==> src/rtl/pagPkg.sv <==
package pagPkg;
  localparam int DEPTH_W = 5;   // bits-per-pixel value field, up to 16
  localparam int L2_W    = 3;   // log2 of bits per pixel
  localparam int MASK_W  = 16;  // widest pixel

  typedef struct packed {
    logic ld1;  // capture request into first stage
    logic ld2;  // capture first stage into result stage
  } pagStrobeT;

  // Returns {ok, log2(bpp)}; ok only for a single set bit.
  function automatic logic [L2_W:0] decodeDepth(input logic [DEPTH_W-1:0] d);
    logic [L2_W:0] r;
    r = '0;
    for (int i = 0; i < DEPTH_W; i++) begin
      if (d == (DEPTH_W'(1) << i)) r = {1'b1, L2_W'(i)};
    end
    return r;
  endfunction
endpackage

==> src/rtl/pagCtrl.sv <==
module pagCtrl
  import pagPkg::*;
#(
  parameter int ADDR_W  = 20,
  parameter int COORD_W = 12,
  parameter int NUM_SET = 2
) (
  input  logic               clk,
  input  logic               rstN,
  input  logic               cfgWrEn,
  input  logic               cfgSel,
  input  logic [ADDR_W-1:0]  cfgBase,
  input  logic [COORD_W-1:0] cfgWidth,
  input  logic [DEPTH_W-1:0] cfgDepth,
  input  logic               reqValid,
  input  logic               reqSel,
  output pagStrobeT          strobe,
  output logic [ADDR_W-1:0]  selBase,
  output logic [COORD_W-1:0] selWidth,
  output logic [L2_W-1:0]    selL2,
  output logic               rspValid,
  output logic               cfgErr
);
  localparam logic [L2_W-1:0] RESET_L2 = L2_W'(3);  // 8 bits per pixel

  logic [L2_W:0]      depthDec;
  logic               depthOk;
  logic [ADDR_W-1:0]  setBase  [NUM_SET];
  logic [COORD_W-1:0] setWidth [NUM_SET];
  logic [L2_W-1:0]    setL2    [NUM_SET];
  logic               valid1, valid2;

  assign depthDec = decodeDepth(cfgDepth);
  assign depthOk  = depthDec[L2_W];

  for (genvar g = 0; g < NUM_SET; g++) begin : gSet
    always_ff @(posedge clk or negedge rstN) begin
      if (!rstN) begin
        setBase[g]  <= '0;
        setWidth[g] <= '0;
        setL2[g]    <= RESET_L2;
      end else if (cfgWrEn && depthOk && (cfgSel == 1'(g))) begin
        setBase[g]  <= cfgBase;
        setWidth[g] <= cfgWidth;
        setL2[g]    <= depthDec[L2_W-1:0];
      end
    end
  end

  always_ff @(posedge clk or negedge rstN) begin
    if (!rstN) begin
      cfgErr <= 1'b0;
      valid1 <= 1'b0;
      valid2 <= 1'b0;
    end else begin
      if (cfgWrEn && !depthOk) cfgErr <= 1'b1;
      valid1 <= reqValid;
      valid2 <= valid1;
    end
  end

  always_comb begin
    selBase    = setBase[reqSel];
    selWidth   = setWidth[reqSel];
    selL2      = setL2[reqSel];
    strobe.ld1 = reqValid;
    strobe.ld2 = valid1;
  end

  assign rspValid = valid2;
endmodule

==> src/rtl/pagDatapath.sv <==
module pagDatapath
  import pagPkg::*;
#(
  parameter int ADDR_W  = 20,
  parameter int COORD_W = 12
) (
  input  logic               clk,
  input  logic               rstN,
  input  pagStrobeT          strobe,
  input  logic [COORD_W-1:0] reqX,
  input  logic [COORD_W-1:0] reqY,
  input  logic [ADDR_W-1:0]  selBase,
  input  logic [COORD_W-1:0] selWidth,
  input  logic [L2_W-1:0]    selL2,
  output logic [ADDR_W-1:0]  rspAddr,
  output logic [2:0]         rspBitOfs,
  output logic [MASK_W-1:0]  rspMask
);
  localparam int IDX_W  = 2 * COORD_W + 1;
  localparam int MAX_L2 = 4;
  localparam int BIT_W  = (IDX_W + MAX_L2 > ADDR_W + 3) ? IDX_W + MAX_L2 : ADDR_W + 3;

  logic [IDX_W-1:0]  pixIdx, pixIdxQ;
  logic [ADDR_W-1:0] baseQ;
  logic [L2_W-1:0]   l2Q;
  logic [BIT_W-1:0]  bitAddr;
  logic [ADDR_W-1:0] byteAddr;
  logic [2:0]        bitOfs;
  logic [MASK_W:0]   pixBits, ones;
  logic [MASK_W-1:0] pixMask;

  assign pixIdx = IDX_W'(reqY) * IDX_W'(selWidth) + IDX_W'(reqX);

  always_ff @(posedge clk or negedge rstN) begin
    if (!rstN) begin
      pixIdxQ <= '0;
      baseQ   <= '0;
      l2Q     <= '0;
    end else if (strobe.ld1) begin
      pixIdxQ <= pixIdx;
      baseQ   <= selBase;
      l2Q     <= selL2;
    end
  end

  always_comb begin
    bitAddr  = BIT_W'(pixIdxQ) << l2Q;
    byteAddr = baseQ + bitAddr[ADDR_W+2:3];
    if (l2Q == L2_W'(MAX_L2)) byteAddr[0] = 1'b0;
    bitOfs   = (l2Q < L2_W'(3)) ? bitAddr[2:0] : 3'd0;
    pixBits  = (MASK_W+1)'(1) << l2Q;
    ones     = ((MASK_W+1)'(1) << pixBits) - (MASK_W+1)'(1);
    pixMask  = ones[MASK_W-1:0] << bitOfs;
  end

  always_ff @(posedge clk or negedge rstN) begin
    if (!rstN) begin
      rspAddr   <= '0;
      rspBitOfs <= '0;
      rspMask   <= '0;
    end else if (strobe.ld2) begin
      rspAddr   <= byteAddr;
      rspBitOfs <= bitOfs;
      rspMask   <= pixMask;
    end
  end
endmodule

==> src/rtl/pixAddrGen.sv <==
module pixAddrGen
  import pagPkg::*;
#(
  parameter int ADDR_W  = 20,
  parameter int COORD_W = 12
) (
  input  logic               clk,
  input  logic               rstN,
  input  logic               cfgWrEn,
  input  logic               cfgSel,
  input  logic [ADDR_W-1:0]  cfgBase,
  input  logic [COORD_W-1:0] cfgWidth,
  input  logic [4:0]         cfgDepth,
  input  logic               reqValid,
  input  logic               reqSel,
  input  logic [COORD_W-1:0] reqX,
  input  logic [COORD_W-1:0] reqY,
  output logic               rspValid,
  output logic [ADDR_W-1:0]  rspAddr,
  output logic [2:0]         rspBitOfs,
  output logic [15:0]        rspMask,
  output logic               cfgErr
);
  pagStrobeT          strobe;
  logic [ADDR_W-1:0]  selBase;
  logic [COORD_W-1:0] selWidth;
  logic [L2_W-1:0]    selL2;

  pagCtrl #(.ADDR_W(ADDR_W), .COORD_W(COORD_W), .NUM_SET(2)) uCtrl (
    .clk(clk), .rstN(rstN),
    .cfgWrEn(cfgWrEn), .cfgSel(cfgSel), .cfgBase(cfgBase),
    .cfgWidth(cfgWidth), .cfgDepth(cfgDepth),
    .reqValid(reqValid), .reqSel(reqSel),
    .strobe(strobe), .selBase(selBase), .selWidth(selWidth), .selL2(selL2),
    .rspValid(rspValid), .cfgErr(cfgErr)
  );

  pagDatapath #(.ADDR_W(ADDR_W), .COORD_W(COORD_W)) uPath (
    .clk(clk), .rstN(rstN), .strobe(strobe),
    .reqX(reqX), .reqY(reqY),
    .selBase(selBase), .selWidth(selWidth), .selL2(selL2),
    .rspAddr(rspAddr), .rspBitOfs(rspBitOfs), .rspMask(rspMask)
  );
endmodule

==> config.mk <==
export PLATFORM = sky130hd
export DESIGN_NAME = pixAddrGen
export DESIGN_NICKNAME = d
export VERILOG_FILES = /design/src/rtl/pagPkg.sv /design/src/rtl/pagCtrl.sv /design/src/rtl/pagDatapath.sv /design/src/rtl/pixAddrGen.sv
export SDC_FILE = /design/constraint.sdc
export NUM_CORES = 1
export LEC_CHECK = 0
export BUFFER_PORTS_ARGS = -buffer_cell sky130_fd_sc_hd__buf_4
export CAP_MARGIN = 30
export CORE_ASPECT_RATIO = 1.4
export CORE_MARGIN = 2
export CORE_UTILIZATION = 45
export CTS_CLUSTER_SIZE = 12
export DETAILED_ROUTE_END_ITERATION = 10
export PLACE_DENSITY = 0.71
export SYNTH_ARGS = -nofsm -noshare
export SYNTH_HDL_FRONTEND = slang
export SYNTH_SLANG_ARGS = --single-unit
==> constraint.sdc <==
create_clock -name clk -period 14.64 [get_ports clk]
set_clock_uncertainty 0.05 [all_clocks]
set_input_delay 1.464 -clock clk [delete_from_list [all_inputs] [get_ports clk]]
set_output_delay 1.464 -clock clk [all_outputs]
set_load 0.05 [all_outputs]
# [Word-level counts from Yosys, hierarchy flattened]
# Cells that the tools add are included.
[word_totals] out_inout_bits=41 elab_cells=54 ff_bits=160 input_bits=67
[classes] n_mux=16 n_addsub=3 reduce_logical=5 magnitude_cmp=2 mul=1 n_bitwise=2 shifts=4 n_eq_ne=6
[op_table] operator="2-to-1 mux 20 bit" count=3
[op_table] operator="2-to-1 mux 12 bit" count=3
[op_table] operator="adder 24 x 12 -> 25 bit" count=1
[op_table] operator="left shift 25 x 3 -> 23 bit" count=1
[op_table] operator="multiplier 12 x 12 -> 24 bit" count=1
[op_table] operator="adder 20 bit" count=1
[op_table] operator="2-to-1 mux 4 bit" count=5
[op_table] operator="left shift 1 x 17 -> 16 bit (first input constant)" count=1
[op_table] operator="left shift 1 x 3 -> 17 bit (first input constant)" count=1
[op_table] operator="left shift 16 x 3 -> 16 bit" count=1
[op_table] operator="subtractor 16 x 2 -> 16 bit (second input constant)" count=1
[op_table] operator="2-to-1 mux 3 bit" count=4
[op_table] operator="== test 5 x 1 -> 1 bit (second input constant)" count=1
[op_table] operator="== test 5 x 2 -> 1 bit (second input constant)" count=1
[op_table] operator="== test 5 x 3 -> 1 bit (second input constant)" count=1
[op_table] operator="== test 5 x 4 -> 1 bit (second input constant)" count=1
[op_table] operator="== test 5 bit (second input constant)" count=1
[op_table] operator="logical AND 1 bit" count=4
[op_table] operator="== test 3 bit (second input constant)" count=1
[op_table] operator="less-than comparator 3 x 2 -> 1 bit (second input constant)" count=1
[op_table] operator="greater-or-equal comparator 2 bit (second input constant)" count=1
[op_table] operator="inverter 1 -> 2 bit" count=1
[op_table] operator="zero test 1 bit" count=1
[op_table] operator="2-to-1 mux 1 bit" count=1
[op_table] operator="inverter 1 bit" count=1

# [Longest topological paths before layout]
[depth] word_depth=8 depth_mapped=23 ltp_nobuf=19

# [By module]
# From an unflattened synthesis, not the netlist that was laid out.
[hier_totals] hier_cells=1353 hier_area_um2=13467.9
[by_module_without_submodules] mod="pagDatapath" cells_each=1130 area_per_inst_um2=10191.0 seq_area_each_um2=2127.0 instances=1
[by_module_without_submodules] mod="pagCtrl" cells_each=223 area_per_inst_um2=3276.9 seq_area_each_um2=1831.8 instances=1

# [Least setup slack after synthesis]
# OpenSTA, ideal clock, no wires.
[synth_timing] path_type="input-to-reg" start="in reqSel" end="reg uPath.pixIdxQ[22]" n_path_buf=4 required_time_ns=14.503 arrival_ns=6.767 path_slack_ns=7.736 setup_time_ns=0.087 cell_stages=22 cell_sequence="buf_6 buf_2 mux2i_1 clkbuf_1 nor2b_1 fa_1 inv_1 fa_1 inv_1 fa_1 fa_1 inv_1 fa_1 inv_1 ha_1 clkbuf_1 o21ai_0 nor2_1 o41ai_2 o221ai_1 or4_1 o211ai_1"
[synth_via] elab_chain_cells=6
[synth_lines] element="start, declared" line="pixAddrGen.sv:15" text="input logic reqSel,"
[synth_lines] element="inverter 1 -> 2 bit (implied by the code)" line="pagCtrl.sv:64" text="selWidth = setWidth[reqSel];"
[synth_lines] element="2-to-1 mux 12 bit (implied by the code) (3 in series)" line="pagCtrl.sv:64"
[synth_lines] element="multiplier 12 x 12 -> 24 bit" line="pagDatapath.sv:32" text="assign pixIdx = IDX_W'(reqY) * IDX_W'(selWidth) + IDX_W'(reqX);"
[synth_lines] element="adder 24 x 12 -> 25 bit" line="pagDatapath.sv:32"
[synth_lines] element="end signal, assigned" line="pagDatapath.sv:40" text="pixIdxQ <= pixIdx;"
[synth_lines] element="end, declared" line="pagDatapath.sv:23" text="logic [IDX_W-1:0] pixIdx, pixIdxQ;"
# No other way between the ends. The select of a mux whose other input is x is not followed.
# A chain may end at the register's enable or synchronous reset.

# [Worst setup path in the final report]
# Ends and elaborated chain as after synthesis.

==> impl_metrics.env <==
export IMPL_netlist_area_leader_share_pct=28.5
export IMPL_syn2layout_area_growth_pct=12.2
export IMPL_final_antenna_net_count=0
export IMPL_reg2reg_to="uPath.pixIdxQ[22]$_DFFE_PN0P_"
export IMPL_slew_limit_headroom_pct=29.7
export IMPL_worstSetupEndpointType="register"
export IMPL_antenna_found_initial=1
export IMPL_hold_path_class="reg -> reg"
export IMPL_ys_ff_latch=158
export IMPL_grt_pass1_vias=10600
export IMPL_postCtsResizedCells=0
export IMPL_yosysMostFrequentCell="inv_1"
export IMPL_critical_path_endpoint="uPath.pixIdxQ[22]$_DFFE_PN0P_"
export IMPL_coreArea_sq_mm=0.0297
export IMPL_h_tree_depth=4
export IMPL_fp_dieW_um=150
export IMPL_whs_ns=0.433
export IMPL_nFillCells=2729
export IMPL_reg2reg_depth=18
export IMPL_synth_edff_count=0
export IMPL_cts_tree="done"
export IMPL_cp_start_kind="input port"
export IMPL_yosysWarnings=0
export IMPL_dieHeight_um=209
export IMPL_grt_pass1_wl_mm=51.9
export IMPL_min_period_ns=7.39
export IMPL_synth_flop_cell="dfrtp_1"
export IMPL_totalWireLength_mm=31.0
export IMPL_r2r_start="uCtrl.setWidth[2]$_DFFE_PN0P_"
export IMPL_fin_nets=1724
export IMPL_netlist_top_cells_count="inv_1, dfrtp_1, nand2_1"
export IMPL_numCtsBuffers=17
export IMPL_rows=75
export IMPL_finalCritPeriodShare_pct=50.5
export IMPL_cp_startpoint="reqSel"
export IMPL_outcome="finished, final reports clean"
export IMPL_clockRootBuffer="clkbuf_16"
export IMPL_start_util_pct=45.4
export IMPL_grt_overflow_total=0
export IMPL_drc=0
export IMPL_syn_nets=1667
export IMPL_first_pass_iters=5
export IMPL_synth_area_per_cell_sq_um=9.63
export IMPL_post_place_ws_ns=6.87
export IMPL_fin_setup_tns_ns=0
export IMPL_register_area_sq_mm=0.00396
export IMPL_clk_latency_ns=0.43
export IMPL_required_ns=14.94
export IMPL_viasPerCell=5.42
export IMPL_drive_gt1_share_pct=18.1
export IMPL_cp_max_fo=35
export IMPL_synthesis_area_sq_mm=0.0135
export IMPL_setup_viol=0
export IMPL_globalplace_congestion=0.864
export IMPL_fin_ws_ns=7.25
export IMPL_wire_per_inst_um=16.7
export IMPL_cts_sinks=158
export IMPL_cts_setup_buffers=0
export IMPL_clk_path_buf_depth=2
export IMPL_drtIter0Drc=423
export IMPL_port_buffers=107
export IMPL_crit_arrival_ns=7.68
export IMPL_clk_pin_slew_ns=0.07
export IMPL_worstMarginPinSlew_ns=1.03
export IMPL_multi_input_area_sq_mm=0.00853
export IMPL_hold_viol=0
export IMPL_async_flop_share_pct=100
export IMPL_synth_distinct_cells=68
export IMPL_critical_path_class="in -> reg"
export IMPL_yosys_area_top_type="dfrtp_1"
export IMPL_dieArea_sq_mm=0.0314
export IMPL_track_usage_pct=20.7
export IMPL_via_count=10100
export IMPL_grt_max_degree=104
export IMPL_place_hpwl_mm=23.8
export IMPL_drv_slew=0
export IMPL_max_cap_violations=0
export IMPL_fmax_mhz=135
export IMPL_rsz0062_at_grt="false"
export IMPL_hold_buffers=0
export IMPL_ios=108
export IMPL_ys_top_cells_by_area="dfrtp_1, fa_1, mux2_2"
export IMPL_regToRegSetupSlack_ns=8.51
export IMPL_synth_seq_area_share_pct=29.3
export IMPL_syn_inst=1403
-- final cells by class --
cell class	count	area share (%)
multi-input cells	984	56.3
inverters	181	4.48
clock inverters	11	0.826
diodes	1	0.0165
clock buffers	21	3.04
repair buffers	118	6.08
well taps	385	3.18
flip-flops and latches	158	26.1
-- worst max-delay path, cell delays in order --
cell and delay (ns):
buf_4 0.50, mux2i_1 0.92, nor2b_1 0.17, fa_1 0.58, inv_1 0.05, fa_1 0.49
inv_1 0.05, fa_1 0.46, fa_1 0.49, inv_1 0.05, fa_1 0.52, inv_1 0.04
ha_1 0.39, a211oi_1 0.24, nor2_1 0.09, o41ai_2 0.32, o221ai_1 0.28, or4_1 0.45
o211ai_1 0.09
-- layout by cell type, fill, tap and decap left out, types with 17 or more instances in the layout --
master | synthesis | layout
nor2b_1 | 38 | 38
and2_1 | 50 | 50
inv_1 | 180 | 180
a21oi_1 | 64 | 64
buf_4 | 6 | 115
nor2_1 | 70 | 70
o211ai_1 | 17 | 17
nand2_1 | 139 | 139
clkbuf_16 | 0 | 17
fa_1 | 111 | 111
dfrtp_1 | 154 | 154
ha_1 | 86 | 86
mux2i_1 | 40 | 40
mux2_2 | 98 | 98
o21ai_0 | 48 | 48
-- logic make-up (layout without fill, tap and decap cells) --
| logic type | count (synthesis) | count (layout) | synth area share [%] |
|---|---|---|---|
| simple gates | 385 | 385 | 13.9 |
| fa+ha+maj | 197 | 197 | 24.4 |
| other cells | 1 | 2 | 0.0278 |
| xor+xnor | 21 | 21 | 1.46 |
| compound gates | 239 | 239 | 11.7 |
| buf+inv | 261 | 331 | 7.60 |
| mux | 141 | 141 | 11.6 |
| flops | 158 | 158 | 29.3 |
-- state kept, by name (all words and copies together), names as in the netlist --
signal	count
uCtrl.setL2	6
uPath.rspBitOfs	3
uPath.pixIdxQ	23
uPath.l2Q	3
uPath.rspAddr	20
uCtrl.rspValid	1
uCtrl.cfgErr	1
uCtrl.setWidth	24
uPath.rspMask	16
uCtrl.setBase	40
uCtrl.valid1	1
uPath.baseQ	20
-- layer usage --
layer  part of all wire, %  GRT usage [%]  vias to the layer above
met5                     0              0                        -
met4                   3.0           8.30                        0
met3                   3.2           2.82                       65
met2                    54           37.5                      202
met1                    40           24.3                     5012
li1                      -              -                     4806
-- how the worst min path moves through the flow --
stage	slack (ns)	end	cells past startpoint	start
after global placement	0.41	uCtrl.setL2[5]$_DFFE_PN0P_	2	uCtrl.setL2[5]$_DFFE_PN0P_
after detailed placement	0.42	uCtrl.setL2[3]$_DFFE_PN1P_	2	uCtrl.setL2[3]$_DFFE_PN1P_
after global routing	0.45	uCtrl.setL2[2]$_DFFE_PN0P_	2	uCtrl.setL2[2]$_DFFE_PN0P_
after CTS	0.44	uCtrl.setL2[3]$_DFFE_PN1P_	2	uCtrl.setL2[3]$_DFFE_PN1P_
after floorplan	0.35	uCtrl.rspValid$_DFF_PN0_	0	uCtrl.valid1$_DFF_PN0_
final	0.43	uCtrl.setL2[3]$_DFFE_PN1P_	2	uCtrl.setL2[3]$_DFFE_PN1P_
-- stage by stage --
stage | util [%] | instance area [sq um] | cells
2_1_floorplan | - | 13500 | 1403
3_3_place_gp | 48.8 | 14500 | 1822
3_5_place_dp | 48.9 | 14500 | 1824
4_1_cts | 50.8 | 15100 | 1856
5_1_grt | 50.9 | 15200 | 1859
6_report | 50.9 | 15200 | 1859
Power is not shown: default switching activity piles up to over one toggle a cycle in this logic, so the estimate is an artifact.
